`config.mk`:
```
export PLATFORM = sky130hd
export DESIGN_NAME = lpc_target_fe
export DESIGN_NICKNAME = d
export VERILOG_FILES = /design/src/rtl/lpc_fe_pkg.sv /design/src/rtl/lpc_rst_merge.sv /design/src/rtl/lpc_addr_shift.sv /design/src/rtl/lpc_cycle_fsm.sv /design/src/rtl/lpc_bus_drive.sv /design/src/rtl/lpc_target_fe.sv
export SDC_FILE = /design/constraint.sdc
export NUM_CORES = 1
export LEC_CHECK = 0
export BUFFER_PORTS_ARGS = -buffer_cell sky130_fd_sc_hd__buf_2
export CORE_MARGIN = 2
export CORE_UTILIZATION = 37
export DETAILED_ROUTE_END_ITERATION = 10
export MAX_ROUTING_LAYER = met4
export PLACE_DENSITY = 0.59
export SYNTH_ARGS = -nofsm -noshare
export SYNTH_HDL_FRONTEND = slang
export SYNTH_HIERARCHICAL = 1
export SYNTH_SLANG_ARGS = --single-unit
```
`constraint.sdc`:
```
create_clock -name clk -period 3.2 [get_ports clk]
set_input_delay 0.16 -clock clk [delete_from_list [all_inputs] [get_ports clk]]
set_output_delay 0.16 -clock clk [all_outputs]
set_load 0.1 [all_outputs]
```
`src/rtl/lpc_fe_pkg.sv`:
```
package lpc_fe_pkg;

  typedef enum logic [3:0] {
    ST_IDLE, ST_TYPE, ST_ADDR, ST_TAR, ST_SYNC, ST_DLO, ST_DHI, ST_REL, ST_SKIP
  } fe_state_t;

  localparam logic [3:0] START_NIB  = 4'b0000;
  localparam logic [3:0] READ_TYPE  = 4'b0100;
  localparam logic [3:0] SYNC_READY = 4'b0000;

  // straps are active-inverted: low strap demands a 1 in the address
  function automatic logic dev_match(input logic [1:0] sel_bits, input logic [1:0] straps);
    return sel_bits == ~straps;
  endfunction

  function automatic logic [3:0] pick_nibble(input logic [7:0] b, input logic upper);
    return upper ? b[7:4] : b[3:0];
  endfunction

endpackage

```
`src/rtl/lpc_rst_merge.sv`:
```
module lpc_rst_merge (
  input  logic a_n,
  input  logic b_n,
  output logic rst_n
);
  assign rst_n = a_n & b_n;
endmodule

```
`src/rtl/lpc_addr_shift.sv`:
```
module lpc_addr_shift #(
  parameter int CAP_W = 22
) (
  input  logic             clk,
  input  logic             rst_n,
  input  logic             shift_en,
  input  logic [3:0]       nib_in,
  output logic [CAP_W-1:0] cap,
  output logic [CAP_W-1:0] cap_next
);
  // upper address bits fall off the top: only select and array bits are kept
  assign cap_next = {cap[CAP_W-5:0], nib_in};

  always_ff @(posedge clk or negedge rst_n) begin
    if (!rst_n)        cap <= '0;
    else if (shift_en) cap <= cap_next;
  end
endmodule

```
`src/rtl/lpc_cycle_fsm.sv`:
```
module lpc_cycle_fsm
  import lpc_fe_pkg::*;
#(
  parameter int ADDR_NIBS = 8,
  parameter int TAR_CLKS  = 2
) (
  input  logic      clk,
  input  logic      rst_n,
  input  logic      frame_n,
  input  logic [3:0] bus_in,
  input  logic      sel_hit,
  output fe_state_t state,
  output logic      cyc_start,
  output logic      cyc_abort,
  output logic      addr_done,
  output logic      shift_en,
  output logic      load_data
);
  localparam int MAXC  = (ADDR_NIBS > TAR_CLKS) ? ADDR_NIBS : TAR_CLKS;
  localparam int CNT_W = $clog2(MAXC + 1);
  localparam logic [CNT_W-1:0] ADDR_LAST = CNT_W'(ADDR_NIBS - 1);
  localparam logic [CNT_W-1:0] TAR_LAST  = CNT_W'(TAR_CLKS - 1);

  fe_state_t        nxt;
  logic [CNT_W-1:0] cnt, cnt_n;

  assign cyc_start = !frame_n && (bus_in == START_NIB);
  assign cyc_abort = !frame_n && (state != ST_IDLE);
  assign shift_en  = frame_n && (state == ST_ADDR);
  assign addr_done = shift_en && (cnt == ADDR_LAST);
  assign load_data = frame_n && (state == ST_TAR) && (cnt == TAR_LAST);

  always_comb begin
    nxt   = state;
    cnt_n = cnt;
    if (!frame_n) begin
      nxt   = cyc_start ? ST_TYPE : ST_IDLE;
      cnt_n = '0;
    end else begin
      case (state)
        ST_TYPE: begin
          nxt   = (bus_in == READ_TYPE) ? ST_ADDR : ST_SKIP;
          cnt_n = '0;
        end
        ST_ADDR: begin
          if (addr_done) begin
            nxt   = sel_hit ? ST_TAR : ST_SKIP;
            cnt_n = '0;
          end else cnt_n = cnt + 1'b1;
        end
        ST_TAR: begin
          if (load_data) begin
            nxt   = ST_SYNC;
            cnt_n = '0;
          end else cnt_n = cnt + 1'b1;
        end
        ST_SYNC: nxt = ST_DLO;
        ST_DLO:  nxt = ST_DHI;
        ST_DHI: begin
          nxt   = ST_REL;
          cnt_n = '0;
        end
        ST_REL: begin
          if (cnt == TAR_LAST) nxt = ST_IDLE;
          else cnt_n = cnt + 1'b1;
        end
        default: nxt = state;
      endcase
    end
  end

  always_ff @(posedge clk or negedge rst_n) begin
    if (!rst_n) begin
      state <= ST_IDLE;
      cnt   <= '0;
    end else begin
      state <= nxt;
      cnt   <= cnt_n;
    end
  end
endmodule

```
`src/rtl/lpc_bus_drive.sv`:
```
module lpc_bus_drive
  import lpc_fe_pkg::*;
(
  input  logic      rst_n,
  input  fe_state_t state,
  input  logic [7:0] data_q,
  output logic [3:0] bus_out,
  output logic      bus_oe
);
  always_comb begin
    bus_oe  = 1'b0;
    bus_out = 4'b0000;
    case (state)
      ST_SYNC: begin bus_oe = 1'b1; bus_out = SYNC_READY; end
      ST_DLO:  begin bus_oe = 1'b1; bus_out = pick_nibble(data_q, 1'b0); end
      ST_DHI:  begin bus_oe = 1'b1; bus_out = pick_nibble(data_q, 1'b1); end
      default: ;
    endcase
    if (!rst_n) bus_oe = 1'b0;
  end
endmodule

```
`src/rtl/lpc_target_fe.sv`:
```
module lpc_target_fe
  import lpc_fe_pkg::*;
#(
  parameter int ADDR_NIBS = 8,
  parameter int SEL_LSB   = 20,
  parameter int TAR_CLKS  = 2
) (
  input  logic               clk,
  input  logic               rst_a_n,
  input  logic               rst_b_n,
  input  logic               frame_n,
  input  logic [3:0]         bus_in,
  output logic [3:0]         bus_out,
  output logic               bus_oe,
  input  logic [1:0]         strap,
  output logic [SEL_LSB-1:0] rd_addr,
  input  logic [7:0]         rd_data
);
  localparam int CAP_W = SEL_LSB + 2;

  logic             rst_n;
  fe_state_t        state;
  logic             cyc_start, cyc_abort, addr_done, shift_en, load_data, sel_hit;
  logic [CAP_W-1:0] cap, cap_next;
  logic [7:0]       data_q;

  lpc_rst_merge u_rst (.a_n(rst_a_n), .b_n(rst_b_n), .rst_n(rst_n));

  lpc_addr_shift #(.CAP_W(CAP_W)) u_addr (
    .clk(clk), .rst_n(rst_n), .shift_en(shift_en), .nib_in(bus_in),
    .cap(cap), .cap_next(cap_next)
  );

  assign sel_hit = dev_match(cap_next[SEL_LSB +: 2], strap);

  lpc_cycle_fsm #(.ADDR_NIBS(ADDR_NIBS), .TAR_CLKS(TAR_CLKS)) u_fsm (
    .clk(clk), .rst_n(rst_n), .frame_n(frame_n), .bus_in(bus_in), .sel_hit(sel_hit),
    .state(state), .cyc_start(cyc_start), .cyc_abort(cyc_abort),
    .addr_done(addr_done), .shift_en(shift_en), .load_data(load_data)
  );

  // array address is held from the selected address until the next one
  always_ff @(posedge clk or negedge rst_n) begin
    if (!rst_n) begin
      rd_addr <= '0;
      data_q  <= '0;
    end else begin
      if (addr_done && sel_hit) rd_addr <= cap_next[SEL_LSB-1:0];
      if (load_data)            data_q  <= rd_data;
    end
  end

  lpc_bus_drive u_drv (
    .rst_n(rst_n), .state(state), .data_q(data_q), .bus_out(bus_out), .bus_oe(bus_oe)
  );
endmodule

```
==> results of run 1 <==
-- path summary, 6_finish.rpt --
path	startpoint	to	slack [ns]	cells after the start
min in group asynchronous	rst_b_n	u_fsm/cnt[1]	0.11	3
max reg2reg	u_fsm/state[0]	rd_addr[14]	0.59	5
min	rd_data[0]	data_q[0]	0.08	2
min reg2reg	u_addr/cap[14]	rd_addr[18]	0.51	1
max in group asynchronous	rst_a_n	data_q[2]	2.63	3
max	u_fsm/state[0]	rd_addr[14]	0.59	5
-- per-layer routing --
layer  share of wire (%)  routed length (um)
met5                   0                   0
met1                  49                2320
met2                  47                2230
met4                0.95                  45
met3                 3.1                 145
-- placed cells by master, fill, tap and decap left out, types with 5 or more instances in the layout --
master	n
dfrtp_1	54
buf_2	42
mux2_2	26
mux2_4	20
nand3b_1	9
a21oi_1	7
clkbuf_8	6
nor2_1	5
inv_1	5
-- final cells by class --
class                      instances  area (sq um)  share of cell area, %
clock buffer                       6          82.6                   2.75
sequential                        54          1350                   45.0
tap                               99           124                   4.13
multi-input combinational        120          1150                   38.4
timing repair buffer              45           233                   7.76
inverter                           5          18.8                  0.626
clock inverter                     2          38.8                   1.29
-- flip-flops by register name, indices dropped and copies added, names as in the netlist --
register	count
rd_addr	20
u_addr/cap	18
data_q	8
u_fsm/cnt	4
u_fsm/state	4
-- worst max-delay path: stages (launching register included) --
cell and delay [ns]:
dfrtp_1 0.59, nor4b_1 0.55, and2_1 0.21, and4_2 0.22, or3b_4 0.57, mux2_4 0.36
-- power groups by stage --
stage                     logic [W]  registers, W  clock network [W]
after global routing      0.0000883      0.000720           0.000536
after CTS                 0.0000789      0.000716           0.000505
after detailed placement  0.0000780      0.000730                  0
after global placement    0.0000763      0.000729                  0
after floorplan           0.0000704      0.000723                  0
final                     0.0000766      0.000716           0.000489
-- stage by stage --
step                cells  hold WS (ns)  utilization, %
finish                331        0.0839            41.4
global placement      323         0.392            39.7
CTS                   331        0.0743            41.4
global route          331        0.0813            41.4
detailed placement    323         0.399            39.7
floorplan             211         0.312               -
==> flow_summary.toml, run 1 <==
[timing]
worst_pin_slew_ns = 0.685
setup_ws_ns = 0.587
slew_violations = 0
tns_ns = 0
setup_violations = 0
hold_violations = 0
rsz0062_at_grt = "false"
min_period_ns = 2.61
finalCritPeriodShare_pct = 81.7
max_freq_mhz = 383
skew_ns = 0.00757
relSlewSlack_pct = 54.4

[cts]
post-cts-setup-buffers = 0
cts_tree = "built"
clk-insertion-delay-late_ns = 0.30
cts.sinks = 54
htreeDepth = 2
cts_buffer_depth = 2
cts_buffers = 5
cts-root-buf = "clkbuf_8"
clk_pin_slew_ns = 0.10
cts_resized = 0
cts_hold_buffers = 0

[grt]
grt_pass1_wl_um = 8120
grt_busiest_layer = "met2"
gr-usage-met2_pct = 19.7
grt_remaining_overflow = 0
track_usage_pct = 12.6
met1_usage_pct = 16.9
grt.met3_usage_pct = 2.59
grt_max_degree = 55
antenna_found_initial = 0
grt_pass1_vias = 1656

[logic_synthesis]
netlist_area_sq_um = 2760
yosysWarningCount = 6
avgSynthCellArea_sq_um = 13.1
syn-num-nets = 231
synthCells = 211

[die]
io_pins = 43
initial_utilization_pct = 38.1
core_area_sq_um = 7250
fp.dieH_um = 90.4
die_area_sq_um = 8170
die_w_um = 90.4
rows = 31

[drt]
drc = 0
drt_wl_total_um = 4740
vias = 1593
firstDrtPassIters = 4
drt_iter0_markers = 28
postRouteAntennaNets = 0
avgViaCountPerCell = 4.81
routedWlPerCell_um = 14.3

[final_layout]
n_antenna_cell = 0
nets = 251
postLayoutCellArea_sq_um = 3000
area_growth_pct = 8.70
fillCellCount = 704
layout-drive-gt1-share_pct = 45.7

[power]
total_power_w = 0.00128
power_density_nw_per_um2 = 427
combPwrFrac_pct = 6.0
seqPwrFrac_pct = 55.9
swShare_pct = 22.7
p_int_w = 0.000991
clkPwrFrac_pct = 38.2
netSwitchingPower_w = 0.000290
leakage_nw = 1.50
vdd_drop_max_v = 0.000223

[critical_path]
cp-start-kind = "flip-flop"
criticalPathCategory = "flip-flop to flip-flop"
critPathCaptureType = "flip-flop"
crit_required_ns = 3.40
worstPathMaxFanout = 20
cp.arrival_ns = 2.81

[placed_design]
place.gp.congestion = 0.739
place_ws_ns = 0.595
dpl_cell_area_sq_um = 2880
hpwl_um = 3170
place.port_buffers = 42

[status]
status = "finished clean"

[run]
drv_cap = 0

[worst_hold_path]
holdCritPathClass = "primary input to flip-flop"
No activity file was read; power rests on OpenSTA's default activity.
==> inputs of run 2 (changes only) <==
Settings changed: ABC_AREA set to 1, PLACE_DENSITY 0.59 to 0.58.
Clock period 3.2 ns to 2.65 ns, I/O delays scaled along.
==> run 2 against run 1 <==
  * Non-clock buffer count up 2
  * Flip-flop and latch count unchanged
  * Utilization decreased by 0.37 points
  * Area after synthesis increased by 7.3%
  * First-iteration DRC count rose to 3.2 times the previous value
  * Synthesized cell count rose by 72%
==> flow_summary.toml, run 2 <==
[final_layout]
fin_util_pct = 41.0
reg_top3 = "rd_addr: 20 flops, u_addr/cap: 18 flops, data_q: 8 flops"
area_growth_pct = 7.02
n_antenna_cell = 0
nets = 398
top_register = "rd_addr"
layout-drive-gt1-share_pct = 27.7
largest_register_ffs = 20
mostFrequentLayoutCell = "nand2_1"
final_cell_mix = "125 x nand2_1, 54 x dfrtp_1, 42 x buf_2"

[grt]
antenna_found_initial = 0
grt_busiest_layer = "met2"
track_usage_pct = 15.1
met1_usage_pct = 18.8
grt_pass1_wl_um = 10400
grt_max_degree = 55
grt_remaining_overflow = 0
gr-usage-met2_pct = 25.5
grt.met3_usage_pct = 2.58
grt_pass1_vias = 2314

[die]
core_area_sq_um = 7730
io_pins = 43
die_area_sq_um = 8730
die_w_um = 93.4
fp.dieH_um = 93.4
rows = 32
initial_utilization_pct = 38.3

[logic_synthesis]
syn-num-nets = 382
synthCells = 362
yosysWarningCount = 6
netlist_area_sq_um = 2960
avgSynthCellArea_sq_um = 8.18

[timing]
setup_violations = 0
setup_ws_ns = 0.697
max_freq_mhz = 512
tns_ns = 0
skew_ns = 0.0100
hold_violations = 0
relSlewSlack_pct = 52.5
min_period_ns = 1.95
rsz0062_at_grt = "false"
worst_pin_slew_ns = 0.709
slew_violations = 0
finalCritPeriodShare_pct = 73.7

[cts]
cts.sinks = 54
cts-root-buf = "clkbuf_8"
cts_tree = "built"
cts_hold_buffers = 0
cts_buffers = 5
cts_buffer_depth = 2
clk_pin_slew_ns = 0.09
clk-insertion-delay-late_ns = 0.31
htreeDepth = 2
cts_resized = 0
post-cts-setup-buffers = 0

[power]
netSwitchingPower_w = 0.000424
seqPwrFrac_pct = 54.8
combPwrFrac_pct = 8.7
vdd_drop_max_v = 0.000305
power_density_nw_per_um2 = 521
clkPwrFrac_pct = 36.5
leakage_nw = 1.76
p_int_w = 0.00123
swShare_pct = 25.7

[critical_path]
critPathCaptureType = "flip-flop"
cp_num_buf_inv = 1
cp-start-kind = "flip-flop"
crit_chain = "nand2_1 -> inv_1 -> nand2_1 -> nor2_1 -> mux2_2"
cp_slowest_cell = "nor2_1"
crit_path_frequent_cell = "nand2_1"
worstPathMaxFanout = 10
criticalPathCategory = "flip-flop to flip-flop"
crit_family = "simple AND/OR/NAND/NOR gates"
slowest_delay_ns = 0.56
cp.arrival_ns = 2.15
crit_required_ns = 2.85

[drt]
routedWlPerCell_um = 12.5
postRouteAntennaNets = 0
drt_wl_total_um = 6010
drc = 0
firstDrtPassIters = 4
drt_iter0_markers = 89
avgViaCountPerCell = 4.78
vias = 2298

[worst_hold_path]
holdCritPathClass = "primary input to flip-flop"

[placed_design]
place_ws_ns = 0.715
place.gp.congestion = 0.925
hpwl_um = 4240
place.port_buffers = 42

[run]
drv_cap = 0

[status]
status = "finished clean"
==> run 2: cell types whose count changed in the layout (fill, tap and decap cells not counted), moves of 4 or more <==
cell / delta
nand2_1: +123
nand2_2: +24
mux2_4: -20
nand4_1: +20
nand3_1: +19
mux2_2: -18
nor2_1: +18
inv_1: +11
nand3b_1: -8
a21oi_1: -7
nor2_2: +5
inv_2: +4
nand3_2: +4
o21ai_0: +4
==> run 2: worst paths after layout <==
check	start	to	slack, ns	depth (start not counted)
worst max-delay path	u_fsm/state[1]	data_q[4]	0.70	5
worst min-delay path	rd_data[3]	data_q[3]	0.05	2
worst max register to register	u_fsm/state[1]	data_q[4]	0.70	5
worst min register to register	u_addr/cap[15]	u_addr/cap[15]	0.49	2
max in group asynchronous	rst_a_n	data_q[1]	2.12	4
min in group asynchronous	rst_b_n	u_fsm/cnt[2]	0.06	4
==> run 2: layout make-up <==
| type | instances | area (sq um) |
|---|---|---|
| inverters | 20 | 75.1 |
| flip-flops and latches | 54 | 1350 |
| fillers | 812 | 4560 |
| clock inverters | 2 | 38.8 |
| multi-input cells | 250 | 1240 |
| clock buffers | 6 | 82.6 |
| well taps | 102 | 128 |
| repair buffers | 47 | 248 |
==> run 2: power by group through the flow <==
stage,clock network (W),logic (W),registers (W)
6_report,0.000602,0.000144,0.000904
5_1_grt,0.000647,0.000172,0.000911
4_1_cts,0.000619,0.000148,0.000904
3_5_place_dp,0,0.000148,0.000920
3_3_place_gp,0,0.000145,0.000919
2_1_floorplan,0,0.000152,0.000909
==> run 2: routing by layer <==
layer / wire length [um] / part of all wire [%]
met3: 182 / 3.0
met5: 0 / 0
met4: 68 / 1.1
met2: 3020 / 50
met1: 2740 / 46
==> run 2: stage by stage <==
step	power, W	cells	instance area (sq um)	hold slack, ns
floorplan	0.00106	362	2960	0.249
global placement	0.00106	473	3050	0.365
detailed placement	0.00107	473	3050	0.372
CTS	0.00167	481	3170	0.0404
global route	0.00173	481	3170	0.0383
finish	0.00165	481	3170	0.0502
==> run 2: worst register-to-register path: stages (launching register included) <==
cell	delay, ns
dfrtp_1	0.53
nand2_1	0.16
inv_1	0.11
nand2_1	0.07
nor2_1	0.56
mux2_2	0.41
